File: config.mk
export PLATFORM = sky130hd
export DESIGN_NAME = sector_guard
export DESIGN_NICKNAME = d
export VERILOG_FILES = /design/src/rtl/sgp_pkg.sv /design/src/rtl/sgp_bits.sv /design/src/rtl/sgp_permit.sv /design/src/rtl/sgp_verify.sv /design/src/rtl/sector_guard.sv
export SDC_FILE = /design/constraint.sdc
export NUM_CORES = 1
export LEC_CHECK = 0
export BUFFER_PORTS_ARGS = -buffer_cell sky130_fd_sc_hd__buf_2
export CORE_UTILIZATION = 53
export DETAILED_ROUTE_END_ITERATION = 6
export PLACE_DENSITY = 0.79
export SLEW_MARGIN = 10
export SYNTH_ARGS = -nofsm -noshare
export SYNTH_HDL_FRONTEND = slang
export SYNTH_SLANG_ARGS = --single-unit
File: constraint.sdc
create_clock -name clk_i -period 1.8 [get_ports clk_i]
set_input_delay 0.09 -clock clk_i [delete_from_list [all_inputs] [get_ports clk_i]]
set_output_delay 0.09 -clock clk_i [all_outputs]
set_load 0.02 [all_outputs]
File: src/rtl/sgp_pkg.sv
package sgp_pkg;
  typedef enum logic [7:0] {
    VFY_OPEN   = 8'h00,
    VFY_LOCKED = 8'h01
  } vfy_code_e;
endpackage

File: src/rtl/sgp_bits.sv
module sgp_bits #(
  parameter int NUM_GRP = 32,
  parameter int GRP_W   = 5
) (
  input  logic               clk_i,
  input  logic               rst_ni,
  input  logic               init_i,
  input  logic               set_i,
  input  logic [GRP_W-1:0]   set_grp_i,
  input  logic               clr_all_i,
  output logic [NUM_GRP-1:0] bits_o
);
  logic [NUM_GRP-1:0] bits_q;

  // non-volatile model: no reset branch
  always_ff @(posedge clk_i) begin
    if (init_i || clr_all_i) bits_q <= '0;
    else if (set_i)          bits_q[set_grp_i] <= 1'b1;
  end

  assign bits_o = bits_q;


  grp_set_chk: assert property (@(posedge clk_i) disable iff (!rst_ni)
    set_i && !init_i && !clr_all_i |=> bits_q[$past(set_grp_i)]);

  clr_all_chk: assert property (@(posedge clk_i) disable iff (!rst_ni)
    clr_all_i |=> bits_q == '0);

  init_clr_chk: assert property (@(posedge clk_i) disable iff (!rst_ni)
    init_i |=> bits_q == '0);

  bits_hold_chk: assert property (@(posedge clk_i) disable iff (!rst_ni)
    !set_i && !init_i && !clr_all_i |=> $stable(bits_q));
endmodule

File: src/rtl/sgp_permit.sv
module sgp_permit #(
  parameter int SECT_W    = 7,
  parameter int GRP_SHIFT = 2,
  parameter int NUM_GRP   = 32,
  parameter bit BOOT_TOP  = 1'b1
) (
  input  logic               clk_i,
  input  logic               rst_ni,
  input  logic [NUM_GRP-1:0] bits_i,
  input  logic [SECT_W-1:0]  sector_i,
  input  logic               wp_ni,
  input  logic               tmp_unprot_i,
  input  logic               accel_i,
  output logic               permit_o
);
  localparam int GRP_W = SECT_W - GRP_SHIFT;

  logic             is_bound;
  logic [GRP_W-1:0] grp;
  logic             lifted;

  generate
    if (BOOT_TOP) begin : g_bound_low
      assign is_bound = (sector_i == '0);
    end else begin : g_bound_high
      assign is_bound = (sector_i == {SECT_W{1'b1}});
    end
  endgenerate

  assign grp    = sector_i[SECT_W-1:GRP_SHIFT];
  assign lifted = tmp_unprot_i | accel_i;

  always_comb begin
    if (is_bound && !wp_ni) permit_o = 1'b0;
    else if (lifted)        permit_o = 1'b1;
    else                    permit_o = ~bits_i[grp];
  end


  wp_bound_chk: assert property (@(posedge clk_i) disable iff (!rst_ni)
    is_bound && !wp_ni |-> !permit_o);

  tmp_lift_chk: assert property (@(posedge clk_i) disable iff (!rst_ni)
    tmp_unprot_i && !(is_bound && !wp_ni) |-> permit_o);

  acc_lift_chk: assert property (@(posedge clk_i) disable iff (!rst_ni)
    accel_i && !(is_bound && !wp_ni) |-> permit_o);
endmodule

File: src/rtl/sgp_verify.sv
module sgp_verify
  import sgp_pkg::*;
#(
  parameter int SECT_W    = 7,
  parameter int GRP_SHIFT = 2,
  parameter int NUM_GRP   = 32
) (
  input  logic               clk_i,
  input  logic               rst_ni,
  input  logic [NUM_GRP-1:0] bits_i,
  input  logic               rd_i,
  input  logic [SECT_W-1:0]  sector_i,
  output logic [7:0]         data_o
);
  vfy_code_e code_q;

  always_ff @(posedge clk_i or negedge rst_ni) begin
    if (!rst_ni) code_q <= VFY_OPEN;
    else if (rd_i)
      code_q <= bits_i[sector_i[SECT_W-1:GRP_SHIFT]] ? VFY_LOCKED : VFY_OPEN;
  end

  assign data_o = code_q;


  vfy_code_chk: assert property (@(posedge clk_i) disable iff (!rst_ni)
    data_o[7:1] == '0);

  vfy_hold_chk: assert property (@(posedge clk_i) disable iff (!rst_ni)
    !rd_i |=> $stable(data_o));
endmodule

File: src/rtl/sector_guard.sv
module sector_guard #(
  parameter int SECT_W    = 7,
  parameter int GRP_SHIFT = 2,
  parameter bit BOOT_TOP  = 1'b1
) (
  input  logic              clk_i,
  input  logic              rst_ni,
  input  logic              init_i,
  input  logic              prot_set_i,
  input  logic [SECT_W-1:0] prot_sector_i,
  input  logic              unprot_all_i,
  input  logic              wp_ni,
  input  logic              tmp_unprot_i,
  input  logic              accel_i,
  input  logic [SECT_W-1:0] req_sector_i,
  output logic              permit_o,
  input  logic              vfy_rd_i,
  input  logic [SECT_W-1:0] vfy_sector_i,
  output logic [7:0]        vfy_data_o
);
  localparam int GRP_W   = SECT_W - GRP_SHIFT;
  localparam int NUM_GRP = 1 << GRP_W;

  logic [NUM_GRP-1:0] bits;

  sgp_bits #(.NUM_GRP(NUM_GRP), .GRP_W(GRP_W)) i_bits (
    .clk_i     (clk_i),
    .rst_ni    (rst_ni),
    .init_i    (init_i),
    .set_i     (prot_set_i),
    .set_grp_i (prot_sector_i[SECT_W-1:GRP_SHIFT]),
    .clr_all_i (unprot_all_i),
    .bits_o    (bits)
  );

  sgp_permit #(.SECT_W(SECT_W), .GRP_SHIFT(GRP_SHIFT), .NUM_GRP(NUM_GRP),
               .BOOT_TOP(BOOT_TOP)) i_permit (
    .clk_i        (clk_i),
    .rst_ni       (rst_ni),
    .bits_i       (bits),
    .sector_i     (req_sector_i),
    .wp_ni        (wp_ni),
    .tmp_unprot_i (tmp_unprot_i),
    .accel_i      (accel_i),
    .permit_o     (permit_o)
  );

  sgp_verify #(.SECT_W(SECT_W), .GRP_SHIFT(GRP_SHIFT), .NUM_GRP(NUM_GRP)) i_verify (
    .clk_i    (clk_i),
    .rst_ni   (rst_ni),
    .bits_i   (bits),
    .rd_i     (vfy_rd_i),
    .sector_i (vfy_sector_i),
    .data_o   (vfy_data_o)
  );
endmodule

Yosys cells after proc, flatten, opt, wreduce, memory -nomap -nowiden

Cells that the tools add are included.

Register bits after elaboration: 40
Input port bits: 30
Output and inout port bits: 9
Logic and storage cells: 23

Order comparisons: 4
Mux-type cells: 9
Bitwise logic cells: 3
Reductions and logical operators: 5

Operator list:

| kind               | number |
|---|---|
| $or 32x32->32      | 1 |
| $lt 5x6->1 const B | 3 |
| $bmux 1 s5         | 2 |
| $logic_not 7->1    | 1 |
| $mux 1             | 6 |
| $demux 1 s5        | 1 |
| $ge 5x1->1 const B | 1 |
| $logic_and 1x1->1  | 2 |
| $logic_not 1->1    | 1 |
| $logic_or 1x1->1   | 1 |
| $not 1->1          | 1 |
| $or 1x1->1         | 1 |

Logic depth before layout (Yosys ltp)

Depth after elaboration: 5
Mapped depth: 6
Mapped depth without buffers: 5

Hierarchy

From an unflattened synthesis, not the netlist that was laid out.

Cells, all modules: 166
Area total of the unflattened synthesis: 1888.1 um^2

Modules (own cells, without submodules):

| module     | instances | cells each | area each (um^2) | sequential area each (um^2) |
|---|---|---|---|---|
| sgp_bits   | 1         | 84         | 1146.1           | 640.6 |
| sgp_verify | 1         | 51         | 412.9            | 25.0 |
| sgp_permit | 1         | 31         | 329.1            | 0.0 |

Least setup slack after synthesis

OpenSTA, ideal clock, no wires.

Kind: register to output
From: reg i_bits.bits_q[18], in the netlist i_bits.bits_o[18]
To: out permit_o
Arrival time: 1.380 ns
Required time: 1.710 ns
Setup slack: 0.330 ns
Stages on the path, launching flop included: 5
Path buffers: 0
Cell sequence: dfxtp_1 > mux4_1 > mux2_4 > o21ai_2 > o2bb2ai_1

Cells in the longest elaborated chain, start to end: 5

RTL lines:

| what                            | RTL line           | text |
|---|---|---|
| start, declared                 | sgp_bits.sv:13     | `logic [NUM_GRP-1:0] bits_q;` |
| start signal, assigned          | sgp_bits.sv:17     | `if (init_i \|\| clr_all_i) bits_q <= '0;` |
| start signal, assigned by index | sgp_bits.sv:18     | `else if (set_i) bits_q[set_grp_i] <= 1'b1;` |
| $bmux 1 s5                      | sgp_permit.sv:36   | `else permit_o = ~bits_i[grp];` |
| $mux 1 (not written as such)    | sgp_permit.sv:36   |  |
| $not 1->1                       | sgp_permit.sv:36   |  |
| $mux 1                          | sgp_permit.sv:35   | `else if (lifted) permit_o = 1'b1;` |
| $mux 1                          | sgp_permit.sv:34   | `if (is_bound && !wp_ni) permit_o = 1'b0;` |
| end, declared                   | sector_guard.sv:16 | `output logic permit_o,` |

Every way passes these cells. The select of a mux whose other input is x is not followed.

Worst setup path in the final report

From: reg i_bits.bits_q[16], in the netlist i_bits.bits_o[16]
To: out permit_o

Same word-level chain as after synthesis.

==> results.sh <==
export IMPL_worst_pin_slew_ns=1.01
export IMPL_coreArea_mm2=0.00310
export IMPL_via_count=1541
export IMPL_fp_dieH_um=59.6
export IMPL_place_congestion=0.983
export IMPL_grt_antenna_before_repair=0
export IMPL_ys_flop_type="dfxtp_1"
export IMPL_tns_ns=-0.0427
export IMPL_cts_sinks=33
export IMPL_syn_area_per_cell_um2=9.46
export IMPL_area_growth_pct=13.6
export IMPL_n_antenna_cell=0
export IMPL_grt_usage_pct=26.7
export IMPL_final_nets=250
export IMPL_grt_pass1_wl_um=6720
export IMPL_synth_area_mm2=0.00176
export IMPL_wl_met1_um=1640
export IMPL_reg2regPathDepth=5
export IMPL_ios=39
export IMPL_critPathArrivalTime_ns=1.75
export IMPL_slew_viol_final=0
export IMPL_wirelength_um=4130
export IMPL_drt_iter0_markers=87
export IMPL_n_fill_cell=279
export IMPL_dr_wl_met3_um=345
export IMPL_port_buffers=27
export IMPL_clk_pin_slew_ns=0.09
export IMPL_htree_num_levels=2
export IMPL_post_drt_wl_per_cell_um=15.6
export IMPL_power_density_mw_per_mm2=649
export IMPL_r2r_end="i_verify.data_o[0]"
export IMPL_reg2reg_slack_ns=0.27
export IMPL_critPathLaunchType="flip-flop"
export IMPL_rsz0062_at_grt="yes"
export IMPL_synth_edf_count=0
export IMPL_drive_gt1_share_pct=29.4
export IMPL_setup_worst_path_class="reg -> out"
export IMPL_drc=0
export IMPL_die_w_um=59.6
export IMPL_post_drt_via_cell_ratio=5.82
export IMPL_leakage_nw=0.800
export IMPL_setup_viol=1
export IMPL_root_buffer="clkbuf_4"
export IMPL_yosysTopAreaCell="dfxtp_1"
export IMPL_place_area_mm2=0.00187
export IMPL_grt_max_degree=33
export IMPL_r2r_start="i_bits.bits_o[23]"
export IMPL_hpwl_um=2930
export IMPL_min_path_type="in -> async"
export IMPL_crit_path_end_kind="output pin"
export IMPL_grt_pass1_vias=1450
export IMPL_max_clock_freq_mhz=543
export IMPL_synth_commonest_cells="nor2_1 (38), a21oi_1 (33), dfxtp_1 (32), mux2i_1 (14), buf_4 (7)"
export IMPL_synth_top_area_share_pct=36.4
export IMPL_syn_inst=186
export IMPL_dieArea_mm2=0.00355
export IMPL_multiInputGateArea_um2=981
export IMPL_ant_nets=0
export IMPL_required_ns=1.71
export IMPL_fin_skew_ns=0.00315
export IMPL_async_flop_share_pct=3.03
export IMPL_worstSkewPairLatency_ns=0.33
export IMPL_path_max_fanout=2
export IMPL_ys_types=30
export IMPL_peakVddDrop_v=0.000562
export IMPL_tritoncts="yes"
export IMPL_fin_cells=265
export IMPL_top_layer_used="met4"
export IMPL_cts_buffers=5
export IMPL_final_cell_area_mm2=0.00200
export IMPL_start_util_pct=56.7
export IMPL_timing_final_hold_violations=0
export IMPL_yosys_register_bits=33
export IMPL_final_util_pct=64.4
export IMPL_setup_ws_ns=-0.0427
export IMPL_gr_total_overflow=0
export IMPL_num_rows=20
export IMPL_register_area_um2=677
export IMPL_ys_seq_area_share_pct=37.8
export IMPL_post_route_period_util_pct=102
export IMPL_startpoint="i_bits.bits_o[16]"
export IMPL_violations="setup timing"
export IMPL_wl_met2_um=2020
export IMPL_clk_path_buf_depth=2
export IMPL_slew_headroom_pct=32.7
export IMPL_status="finished, violations left"
export IMPL_whs_ns=0.0452
export IMPL_fin_crit_ns=1.84
export IMPL_drv_cap=0
export IMPL_synth_top_cells_by_area="dfxtp_1 (36%), a21oi_1 (9.4%), nor2_1 (8.1%)"
export IMPL_dp_cells=249
export IMPL_drt_pass1_iter_count=4
export IMPL_synth_most_common_cell="nor2_1"
export IMPL_yosys_warnings=0
[kinds of logic (layout without fill, tap and decap cells)]
kind of cell           count (synthesis)  count (layout)  synth area share, %
and+or+nand+nor                       61              61                 16.3
buffers and inverters                 20              49                 7.47
AOI/OAI and AO/OA                     46              46                 15.5
muxes                                 25              25                 22.7
DFF                                   33              33                 37.8
other                                  1               7                0.213
[registers in the layout, indices dropped and copies added (netlist names)]
register and count:
i_verify.data_o 1, i_bits.bits_o 32
[repair_timing]
item,CTS,global route
endpoints found under the hold margin,2,0
setup endpoints to repair,1,1
gates resized for setup,13,5
hold buffers,2,0
buffers inserted,5,1
pin swaps,1,0
cloned,0,0
[power breakdown]
part           switching [mW]  leakage (nW)  internal (mW)
logic                   0.113         0.500         0.0720
registers             0.00433         0.274          0.736
clock network           0.216        0.0265          0.155
total                   0.333         0.800          0.963
[stage by stage]
stage / power (mW) / setup slack, ns
after detailed placement: 0.931 / 0.174
final: 1.30 / -0.0427
after global routing: 1.36 / -0.137
after CTS: 1.31 / -0.0613
after floorplan: 0.883 / 0.330
after global placement: 0.926 / 0.206
[layout make-up]
| class | instances | share of cell area (%) |
|---|---|---|
| inverter | 3 | 0.564 |
| clock buffer | 8 | 2.44 |
| timing repair buffer | 38 | 11.3 |
| sequential | 33 | 33.9 |
| tap | 44 | 2.76 |
| multi-input combinational | 139 | 49.1 |
[worst max path at each step]
stage / end / slack [ns]
2_1_floorplan: permit_o / 0.33
3_3_place_gp: permit_o / 0.21
3_5_place_dp: permit_o / 0.17
4_1_cts: permit_o / -0.06
5_1_grt: permit_o / -0.14
6_report: permit_o / -0.04
[metal layers]
layer	global-route usage, %	vias up
met5	0	-
met4	10.3	0
met1	32.4	718
li1	-	738
met3	6.99	13
met2	45.1	72
[cell usage in the layout, fill, tap and decap left out]
cell           instances
o21ai_2                1
a41oi_1                1
buf_2                 26
and4_1                 1
nor3b_1                4
o2bb2ai_1              1
inv_1                  3
mux2i_1               12
mux4_2                10
nand3_1                2
mux2i_2                2
nor2_1                38
dfxtp_1               23
o41ai_2                1
clkbuf_4               5
dfrtp_1                1
or2_1                  1
and3b_1                3
and3_1                 2
o2111ai_1              4
buf_4                 10
nand2_1                4
clkbuf_1               3
conb_1                 7
nor3_1                 2
nor2b_1                3
a21oi_1               33
dfxtp_2                9
dlygate4sd3_1          2
a22oi_1                5
mux2_4                 1
nor4_1                 1
[worst max-delay path: stages (launching register included)]
cell and delay, ns:
dfxtp_2 0.34, mux4_2 0.44, mux2_4 0.28, o21ai_2 0.10, o2bb2ai_1 0.11, buf_4 0.15
Power figures use the tool's default switching activity.
